## config.mk

```make
export PLATFORM = sky130hd
export DESIGN_NAME = core_hold_ctrl
export DESIGN_NICKNAME = d
export VERILOG_FILES = /design/src/rtl/core_hold_pkg.sv /design/src/rtl/core_hold_fsm.sv /design/src/rtl/core_hold_timer.sv /design/src/rtl/core_hold_rd.sv /design/src/rtl/core_hold_ctrl.sv
export SDC_FILE = /design/constraint.sdc
export NUM_CORES = 1
export LEC_CHECK = 0
export ABC_AREA = 1
export BUFFER_PORTS_ARGS = -buffer_cell sky130_fd_sc_hd__buf_2
export CORE_MARGIN = 2
export CORE_UTILIZATION = 48
export CTS_BUF_LIST = sky130_fd_sc_hd__clkbuf_4 sky130_fd_sc_hd__clkbuf_8
export DETAILED_ROUTE_END_ITERATION = 7
export GPL_ROUTABILITY_DRIVEN = 0
export MAX_ROUTING_LAYER = met4
export PLACE_DENSITY_LB_ADDON = 0.1
export SLEW_MARGIN = 20
export SYNTH_ARGS = -nofsm -noshare
export SYNTH_HDL_FRONTEND = slang
export SYNTH_SLANG_ARGS = --single-unit
```

## constraint.sdc

```tcl
create_clock -name clk_i -period 2.9 [get_ports clk_i]
set_input_delay 0.145 -clock clk_i [delete_from_list [all_inputs] [get_ports clk_i]]
set_output_delay 0.145 -clock clk_i [all_outputs]
set_load 0.03 [all_outputs]
```

## src/rtl/core_hold_pkg.sv

```systemverilog
package core_hold_pkg;
  typedef enum logic [1:0] {
    ST_RUN   = 2'd0,
    ST_DRAIN = 2'd1,
    ST_RESET = 2'd2,
    ST_BRK   = 2'd3
  } hold_state_e;
endpackage

```

## src/rtl/core_hold_fsm.sv

```systemverilog
module core_hold_fsm
  import core_hold_pkg::*;
(
  input  logic        clk_i,
  input  logic        rst_ni,
  input  logic        rst_req_i,
  input  logic        dbg_req_i,
  input  logic        pipe_empty_i,
  input  logic        dbg_paused_i,
  input  logic        step_i,
  output hold_state_e state_o,
  output logic        restart_o,
  output logic        brk_o
);
  hold_state_e state_q, state_d;
  logic        restart_q, restart_d;
  logic        brk_q, brk_d;
  logic        frozen;

  // Debugger holds the core unless it grants a single step.
  assign frozen = dbg_paused_i & ~step_i;

  always_comb begin
    state_d = state_q;
    unique case (state_q)
      ST_RUN: begin
        if (rst_req_i && !frozen)            state_d = ST_DRAIN;
        else if (dbg_req_i && !dbg_paused_i) state_d = ST_BRK;
      end
      ST_DRAIN: begin
        if (!rst_req_i)        state_d = ST_RUN;
        else if (pipe_empty_i) state_d = ST_RESET;
      end
      ST_RESET: if (!rst_req_i) state_d = ST_RUN;
      ST_BRK:   if (!dbg_req_i) state_d = ST_RUN;
      default:  state_d = ST_RUN;
    endcase
    restart_d = (state_q == ST_RESET) && (state_d == ST_RUN);
    brk_d     = (state_q == ST_RUN)   && (state_d == ST_BRK);
  end

  always_ff @(posedge clk_i or negedge rst_ni) begin
    if (!rst_ni) begin
      state_q   <= ST_RUN;
      restart_q <= 1'b0;
      brk_q     <= 1'b0;
    end else begin
      state_q   <= state_d;
      restart_q <= restart_d;
      brk_q     <= brk_d;
    end
  end

  assign state_o   = state_q;
  assign restart_o = restart_q;
  assign brk_o     = brk_q;
endmodule

```

## src/rtl/core_hold_timer.sv

```systemverilog
module core_hold_timer #(
  parameter int unsigned PERIOD = 16
) (
  input  logic clk_i,
  input  logic rst_ni,
  input  logic in_rst_i,
  output logic tick_o
);
  localparam int unsigned CNT_W = (PERIOD > 2) ? $clog2(PERIOD) : 1;
  localparam logic [CNT_W-1:0] LAST = CNT_W'(PERIOD - 1);

  logic [CNT_W-1:0] cnt_q, cnt_d;
  logic             cnt_en;

  // Count only while in reset; park at zero otherwise so entry ticks at once.
  assign cnt_en = in_rst_i | (cnt_q != '0);

  always_comb begin
    if (!in_rst_i)         cnt_d = '0;
    else if (cnt_q == LAST) cnt_d = '0;
    else                   cnt_d = cnt_q + 1'b1;
  end

  always_ff @(posedge clk_i or negedge rst_ni) begin
    if (!rst_ni)     cnt_q <= '0;
    else if (cnt_en) cnt_q <= cnt_d;
  end

  assign tick_o = in_rst_i && (cnt_q == '0);
endmodule

```

## src/rtl/core_hold_rd.sv

```systemverilog
module core_hold_rd (
  input  logic clk_i,
  input  logic rst_ni,
  input  logic tick_i,
  input  logic stay_i,
  input  logic ack_i,
  output logic req_o
);
  logic pend_q, pend_d;
  logic pend_en;

  assign req_o   = tick_i | pend_q;
  assign pend_d  = req_o & ~ack_i & stay_i;
  assign pend_en = req_o | pend_q;

  always_ff @(posedge clk_i or negedge rst_ni) begin
    if (!rst_ni)      pend_q <= 1'b0;
    else if (pend_en) pend_q <= pend_d;
  end
endmodule

```

## src/rtl/core_hold_ctrl.sv

```systemverilog
module core_hold_ctrl
  import core_hold_pkg::*;
#(
  parameter int unsigned ADDR_W   = 32,
  parameter logic [ADDR_W-1:0] RST_ADDR = '0,
  parameter int unsigned PERIOD   = 16
) (
  input  logic              clk_i,
  input  logic              rst_ni,
  input  logic              rst_req_i,
  input  logic              dbg_req_i,
  input  logic              pipe_empty_i,
  input  logic              dbg_paused_i,
  input  logic              step_i,
  input  logic              rd_ack_i,
  output logic              rst_taken_o,
  output logic              dbg_ack_o,
  output logic              hold_o,
  output logic              break_jump_o,
  output logic              fetch_restart_o,
  output logic              rd_req_o,
  output logic [ADDR_W-1:0] rd_addr_o
);
  hold_state_e state;
  logic        in_rst;
  logic        tick;

  core_hold_fsm u_fsm (
    .clk_i        (clk_i),
    .rst_ni       (rst_ni),
    .rst_req_i    (rst_req_i),
    .dbg_req_i    (dbg_req_i),
    .pipe_empty_i (pipe_empty_i),
    .dbg_paused_i (dbg_paused_i),
    .step_i       (step_i),
    .state_o      (state),
    .restart_o    (fetch_restart_o),
    .brk_o        (break_jump_o)
  );

  assign in_rst = (state == ST_RESET);

  core_hold_timer #(.PERIOD(PERIOD)) u_timer (
    .clk_i    (clk_i),
    .rst_ni   (rst_ni),
    .in_rst_i (in_rst),
    .tick_o   (tick)
  );

  core_hold_rd u_rd (
    .clk_i  (clk_i),
    .rst_ni (rst_ni),
    .tick_i (tick),
    .stay_i (in_rst & rst_req_i),
    .ack_i  (rd_ack_i),
    .req_o  (rd_req_o)
  );

  assign rst_taken_o = tick;
  assign rd_addr_o   = RST_ADDR;
  assign hold_o      = (state == ST_DRAIN) || in_rst;
  assign dbg_ack_o   = (state == ST_BRK);
endmodule

```

==> results_dict.tcl, run 1 <==
set metrics [dict create \
    status "finished, final reports clean" \
    ios 46 \
    cts_htree_levels 1 \
    critPathMaxStageDelay_ns 0.42 \
    pwr_density_cell_mw_per_mm2 804.7 \
    cp-end-kind "output pin" \
    place_worst_setup_slack_ns 1.503 \
    ys_warn_count 0 \
    hp-class "in2reg" \
    maxCapViolCount 0 \
    fin_area_sq_um 780.7 \
    port_buffers 13 \
    yosys-top-cells-area "buf_4, dfrtp_1, ha_1" \
    drcViolationCount 0 \
    fin_crit_ns 1.672 \
    syn_to_final_growth_pct -0.1600 \
    cp.required_ns 2.76 \
    power_leakage_nw 0.4812 \
    critical_path_class "reg2out" \
    core_sq_mm 0.001524 \
    final_common_cell "conb_1" \
    yosysSeqAreaShare_pct 28.80 \
    layout_common_cells "conb_1, buf_2, nand2_1" \
    synth_seq_cells 9 \
    placed_area_sq_um 743.2 \
    grt_pass1_vias 473 \
    cts_root_buf "clkbuf_4" \
    clk_pin_slew_ns 0.07 \
    fin_util_pct 51.23 \
    die_area_sq_mm 0.001968 \
    cp-start-kind "flop" \
    cts.sinks 9 \
    track_usage_pct 14.09 \
    cts_resized 0 \
    finalHoldViolations 0 \
    finalCritPeriodShare_pct 57.64 \
    routed_wl_um 1187 \
    skew_ns 0.007835 \
    globalRouteOverflowTotal 0 \
    synth_area_sq_um 782.0 \
    cp_slowest_cell "dfrtp_1" \
    chipHeight_um 44.36 \
    drt_pass1_iterations 4 \
    ir_worst_vdd_v 0.0004468 \
    syn_area_per_cell_sq_um 8.062 \
    finalSetupTns_ns 0 \
    avgRoutedWirePerCell_um 9.131 \
    grt_max_degree 10 \
    drtIter0Drc 5 \
    cts_made_buffers 3 \
    path_cells "inv_1 > ha_1 > nand2_2 > o21bai_2 > buf_2" \
    postLayoutSetupSlackWorst_ns 1.228 \
    final-setup-viol-count 0 \
    cts_tree "done" \
    diodes 0 \
    viasPerCell 4.108 \
    yosysTopAreaCell "buf_4" \
    worstSkewPairLatency_ns 0.27 \
    nets 129 \
    power_uw 628.2 \
    place_inst 125 \
    rsz0062_at_grt "false" \
    yosysTopAreaCellShare_pct 30.72 \
    die_w_um 44.36 \
    hold_ws_ns 0.02315 \
    grt_pass1_wl_um 1876 \
    drive_above_1_share_pct 21.05 \
    antenna_found_initial 0 \
    hpwl_um 1026 \
    rows 14 \
    detail-route-antenna-nets 0 \
    clockBufferDepth 2 \
    vias 534 \
    synth_cell_types 15 \
    synthCells 97 \
    fmax_mhz 598.2 \
    final_cells 130 \
    final_max_slew_viol_count 0 \
    start_util_pct 51.31 \
    cp.arrival_ns 1.53 \
    cp_max_fo 6 \
]
## state kept, by name, summed over array words and instances, names as in the netlist
register	cells
u_fsm.restart_o	1
u_fsm.brk_o	1
u_fsm.state_o	2
u_timer.cnt_q	4
u_rd.pend_q	1
## cell families (layout without fill, tap and decap cells)
logic type	Yosys count	count (layout)	synth area share, %
AO/OA/AOI/OAI	8	8	6.400
AND/OR/NAND/NOR	30	30	18.08
buffers and inverters	42	28	35.52
flip-flops	9	9	28.80
XOR/XNOR	1	1	1.120
adder cells (fa/ha/maj)	6	6	9.600
other	1	32	0.4795
## per-layer routing
layer  up-vias  part of all wire, %  global-route usage, %
met4         0                  2.4                  10.91
met2        22                   50                  20.29
met5         -                    0                      -
met1       240                   42                  16.54
met3         4                  5.2                  3.673
li1        268                    -                      -
## cells in the mapped netlist (all sizes together)
| cell | instances |
|---|---|
| buf | 32 |
| inv | 10 |
| o21ai | 3 |
| xor2 | 1 |
| ha | 6 |
| nor2 | 5 |
| dfrtp | 9 |
| nor3b | 1 |
| o21bai | 1 |
| nand3 | 8 |
| conb | 1 |
| nand2 | 16 |
| a21oi | 4 |
## critical path: cells and delay by family, from the launching register on
family          cells  cell delay [ns]
flops               1             0.42
buf+inv             2             0.33
fa+ha+maj           1             0.29
simple gates        1             0.12
compound gates      1             0.12
## power by group
group	switching [mW]	internal [mW]
combinational	0.243	0.0957
clock	0.0509	0.0511
sequential	0.0300	0.157
## path summary, 6_finish.rpt
check | from | end | slack [ns] | cells past startpoint
worst max-delay path | u_fsm.state_o[0] | rd_req_o | 1.23 | 5
worst min-delay path | rd_ack_i | u_rd.pend_q | 0.02 | 2
worst max register to register | u_fsm.state_o[0] | u_fsm.restart_o | 1.51 | 7
worst min register to register | u_timer.cnt_q[0] | u_timer.cnt_q[0] | 0.56 | 1
max in group asynchronous | rst_ni | u_fsm.state_o[0] | 2.46 | 2
min in group asynchronous | rst_ni | u_timer.cnt_q[3] | 0.25 | 2
## cell type report
type	instances	area, sq um
Fill cell	170	743.2
Multi-Input combinational cell	77	395.4
Sequential cell	9	225.2
Timing Repair Buffer	14	75.07
Inverter	10	37.54
Clock buffer	3	22.52
Tap cell	16	20.02
Clock inverter	1	5.005
## timing repair
action / CTS / global route
hold endpoints to repair: 9 / 0
buffers inserted: 0 / 0
hold buffers: 1 / 0
(Power assumes the default switching activity.)
==> run 2, diff against run 1 <==
CORE_UTILIZATION = 44   (was 48)
clock period = 1.7 ns   (was 2.9 ns; I/O delays follow)
==> run 2 against run 1 <==
  * Global-route usage decreased by 3.5 points
  * Combinational power increased by 69%
  * Die area increased by 8.3%
  * Clock skew decreased by 0.0047 ns
  * Register-to-register slack got worse by 1.1 ns
  * Sequential power increased by 71%
  * Hold slack improved by 0.11 ns
  * Core utilization decreased by 4.0 points
==> results_dict.tcl, run 2 (synthesis results as in run 1) <==
set metrics [dict create \
    status "finished, final reports clean" \
    rrSetupSlack_ns 0.39 \
    detail-route-antenna-nets 0 \
    cp-startpoint "u_fsm.state_o[0]" \
    path_cells "inv_1 > ha_2 > nand2_2 > o21bai_2 > buf_2" \
    globalRouteOverflowTotal 0 \
    finalHoldViolations 0 \
    cts_made_buffers 3 \
    drt_pass1_iterations 4 \
    r2r_start "u_fsm.state_o[0]" \
    cp_max_fo 6 \
    skew_ns 0.003134 \
    final_max_slew_viol_count 0 \
    cp_slowest_cell "dfrtp_1" \
    drcViolationCount 0 \
    fin_util_pct 47.19 \
    critical_path.top_delay_family "flip-flops" \
    worstReg2RegEnd "u_fsm.restart_o" \
    syn_to_final_growth_pct 1.920 \
    hold_depth 3 \
    drtIter0Drc 6 \
    finalCritPeriodShare_pct 92.49 \
    rows 15 \
    cts.sinks 9 \
    layout_common_cells "conb_1, buf_2, nand2_1" \
    cp.required_ns 1.62 \
    hpwl_um 943.5 \
    grt_pass1_wl_um 1524 \
    diodes 0 \
    die_w_um 46.16 \
    drive_above_1_share_pct 21.74 \
    ios 46 \
    pwr_density_cell_mw_per_mm2 1347 \
    top_register "u_timer.cnt_q" \
    rsz0062_at_grt "false" \
    antenna_found_initial 0 \
    start_util_pct 46.30 \
    cts_tree "done" \
    clockBufferDepth 2 \
    worstSkewPairLatency_ns 0.26 \
    fin_crit_ns 1.572 \
    critical_path_class "reg2out" \
    r2r_cells 7 \
    avgRoutedWirePerCell_um 8.220 \
    cp.depth 5 \
    track_usage_pct 10.58 \
    nets 130 \
    viasPerCell 4.000 \
    ir_worst_vdd_v 0.0006510 \
    cp.buffers_inverters 2 \
    cts_root_buf "clkbuf_4" \
    largest_reg_flops 4 \
    hp-class "in2reg" \
    chipHeight_um 46.16 \
    crit_end "rd_req_o" \
    cts_htree_levels 1 \
    cp-end-kind "output pin" \
    die_area_sq_mm 0.002130 \
    cp-start-kind "flop" \
    vias 528 \
    maxCapViolCount 0 \
    fmax_mhz 636.0 \
    final-setup-viol-count 0 \
    clk_pin_slew_ns 0.06 \
    power_leakage_nw 0.4842 \
    finalSetupTns_ns 0 \
    grt_pass1_vias 400 \
    cp.arrival_ns 1.49 \
    routed_wl_um 1085 \
    grt_max_degree 10 \
    postCtsSetupRepairBufs 0 \
    port_buffers 13 \
    core_sq_mm 0.001689 \
    critPathMaxStageDelay_ns 0.42 \
    final_common_cell "conb_1" \
]
[run 2: worst min path at each step]
stage | from | to | slack [ns]
after floorplan | rst_ni | u_fsm.brk_o | -0.21
after global placement | rst_ni | u_timer.cnt_q[2] | -0.05
after detailed placement | rst_ni | u_timer.cnt_q[0] | -0.05
after CTS | rst_req_i | u_rd.pend_q | 0.12
after global routing | rst_req_i | u_rd.pend_q | 0.14
final | rst_req_i | u_rd.pend_q | 0.13
[run 2: worst reg2reg max path, stage by stage (launching register included)]
cell and delay, ns:
dfrtp_1 0.42, inv_1 0.12, ha_2 0.26, nand2_2 0.10, nand3_1 0.09, nand3_1 0.09
nand3_1 0.09, nor2_1 0.04
[run 2: power by group]
| part | internal [mW] | switching [mW] | leakage [nW] |
|---|---|---|---|
| sequential | 0.269 | 0.0502 | 0.121 |
| clock | 0.106 | 0.0752 | 0.0184 |
| combinational | 0.166 | 0.407 | 0.345 |
| total | 0.541 | 0.533 | 0.484 |
[run 2: metal layers]
layer  share of wire (%)  vias to the layer above  wire (um)  track usage (%)
met3                 7.1                        0         77                0
met5                   0                        -          0                -
met4                   0                        0          0            8.571
met1                  43                      232        465            13.10
li1                    -                      272          -                -
met2                  50                       24        542            16.11
[run 2: repair_timing]
action,4_1_cts,5_1_grt
resized for setup,0,1
hold buffers,2,0
hold endpoints to repair,10,0
endpoints found under the setup margin,0,2
[run 2: layout make-up]
type	instances	area (sq um)
inverters	10	37.54
clock buffers	4	30.03
multi-input cells	77	397.9
fillers	180	892.1
repair buffers	15	85.08
flip-flops and latches	9	225.2
well taps	17	21.27
[run 2: per-stage QoR]
step	power (mW)	cells	setup slack [ns]	area [sq um]	hold slack [ns]
2_1_floorplan	0.8464	128	0.2459	898.4	-0.2106
3_3_place_gp	0.8959	126	0.3457	744.5	-0.05267
3_5_place_dp	0.8961	126	0.3308	744.5	-0.05049
4_1_cts	1.087	132	0.04118	794.5	0.1243
5_1_grt	1.166	132	0.03674	797.0	0.1417
6_report	1.073	132	0.1276	797.0	0.1309
==> run 3, diff against run 2 <==
CELL_PAD_IN_SITES_DETAIL_PLACEMENT = 0   (was unset)
CELL_PAD_IN_SITES_GLOBAL_PLACEMENT = 1   (was unset)
CORE_UTILIZATION = 30   (was 44)
==> run 3 against run 2 <==
  * Register-to-register slack barely moved
  * Clock skew hardly changed
  * Critical path depth unchanged
  * Core utilization down 14 points
  * Hold slack better by 0.0022 ns
  * Critical path type unchanged
  * Critical endpoint unchanged
==> results_dict.tcl, run 3 (synthesis results as in run 1) <==
set metrics [dict create \
    nets 130 \
    multi_input_area_sq_um 407.9 \
    drcViolationCount 0 \
    worstSkewPairLatency_ns 0.26 \
    core_sq_mm 0.002477 \
    p_sw_uw 549.4 \
    cp.arrival_ns 1.46 \
    cp.required_ns 1.62 \
    ir_worst_vdd_v 0.0007531 \
    cp_max_fo 6 \
    largest_reg_flops 4 \
    hpwl_um 1032 \
    routed_wl_um 1208 \
    top_register "u_timer.cnt_q" \
    status "finished, final reports clean" \
    ios 46 \
    combPwrFrac_pct 54.2 \
    vias 535 \
    clk_pin_slew_ns 0.06 \
    grt_max_degree 10 \
    fin_area_sq_um 823.3 \
    maxCapViolCount 0 \
    detail-route-antenna-nets 0 \
    place_worst_setup_slack_ns 0.3049 \
    layout_common_cells "conb_1, buf_2, nand2_1" \
    p_clk_share_pct 16.5 \
    final_common_cell "conb_1" \
    final-setup-viol-count 0 \
    cts_root_buf "clkbuf_4" \
    cp-end-kind "output pin" \
    power_leakage_nw 0.4856 \
    critical_path.top_delay_family "flip-flops" \
    skew_ns 0.003369 \
    finalCritPeriodShare_pct 90.86 \
    hold_ws_ns 0.1332 \
    placed_area_sq_um 760.7 \
    track_usage_pct 9.222 \
    rows 18 \
    diodes 0 \
    final_max_slew_viol_count 0 \
    drive_above_1_share_pct 21.74 \
    drtIter0Drc 12 \
    cts_htree_levels 1 \
    critical_path_class "reg2out" \
    fin_crit_ns 1.545 \
    critPathMaxStageDelay_ns 0.43 \
    grt_pass1_wl_um 1849 \
    r2r_cells 6 \
    power_switching_share_pct 50.03 \
    cp-start-kind "flop" \
    port_buffers 13 \
    viasPerCell 3.690 \
    antenna_found_initial 0 \
    syn_to_final_growth_pct 5.280 \
    globalRouteOverflowTotal 0 \
    pwr_density_cell_mw_per_mm2 1334 \
    ff_latch_area_sq_um 225.2 \
    hp-class "in2reg" \
    cts_tree "done" \
    cts.sinks 9 \
    drt_pass1_iterations 4 \
    start_util_pct 31.57 \
    cp_slowest_cell "dfrtp_1" \
    finalHoldViolations 0 \
    hold_depth 3 \
    grt_pass1_vias 455 \
    clockBufferDepth 2 \
    fmax_mhz 647.4 \
    cp.depth 5 \
    path_cells "inv_1 > ha_4 > nand2_2 > o21bai_2 > buf_2" \
    rsz0062_at_grt "false" \
    postLayoutSetupSlackWorst_ns 0.1554 \
    die_area_sq_mm 0.003031 \
    chipHeight_um 55.06 \
    cts_made_buffers 3 \
    cp.buffers_inverters 2 \
    avgRoutedWirePerCell_um 8.331 \
    power_frac_seq_pct 29.3 \
    nFillCells 263 \
    internal_power_uw 548.7 \
    die_w_um 55.06 \
    finalSetupTns_ns 0 \
]
==> run 3: timing repair <==
item	CTS	global route
setup buffers	0	0
hold buffers	2	0
endpoints found under the hold margin	10	0
setup endpoints to repair	0	2
gates resized for setup	0	2
==> run 3: per-layer routing <==
metal / share of wire [%] / global-route usage, %
met1: 42 / 10.77
met5: 0 / -
met2: 53 / 13.89
met4: 0 / 7.317
met3: 4.1 / 1.613
==> run 3: path summary, 6_finish.rpt <==
kind	slack, ns	end	start
setup reg to reg	0.39	u_fsm.brk_o	u_fsm.state_o[1]
min in group asynchronous	0.21	u_timer.cnt_q[1]	rst_ni
hold reg to reg	0.52	u_timer.cnt_q[0]	u_timer.cnt_q[0]
max in group asynchronous	1.31	u_timer.cnt_q[0]	rst_ni
setup / recovery	0.16	rd_req_o	u_fsm.state_o[0]
hold / removal	0.13	u_rd.pend_q	rst_req_i
==> run 3: power groups by stage <==
stage               Combinational, mW  Sequential, mW  Clock (mW)
global placement                0.588           0.326           0
finish                          0.595           0.322       0.181
global route                    0.668           0.335       0.214
CTS                             0.586           0.321       0.191
floorplan                       0.515           0.331           0
detailed placement              0.581           0.323           0
==> run 3: area by class of cell <==
class | count | area share, %
flip-flops and latches | 9 | 27.36
inverters | 10 | 4.559
multi-input cells | 77 | 49.54
well taps | 30 | 4.559
repair buffers | 15 | 10.33
clock buffers | 4 | 3.647
==> run 3: stage by stage <==
step	util, %	power (mW)	std cells
2_1_floorplan	-	0.8464	128
3_3_place_gp	30.71	0.9140	139
3_5_place_dp	30.71	0.9042	139
4_1_cts	32.73	1.098	145
5_1_grt	33.23	1.217	145
6_report	33.23	1.098	145
==> run 3: worst reg2reg max path, cell delays in order, from the launching register on <==
cell     delay [ns]
dfrtp_1        0.43
inv_1          0.14
ha_1           0.19
nand2_1        0.08
nor2_1         0.14
o21ai_2        0.08
a21oi_1        0.18
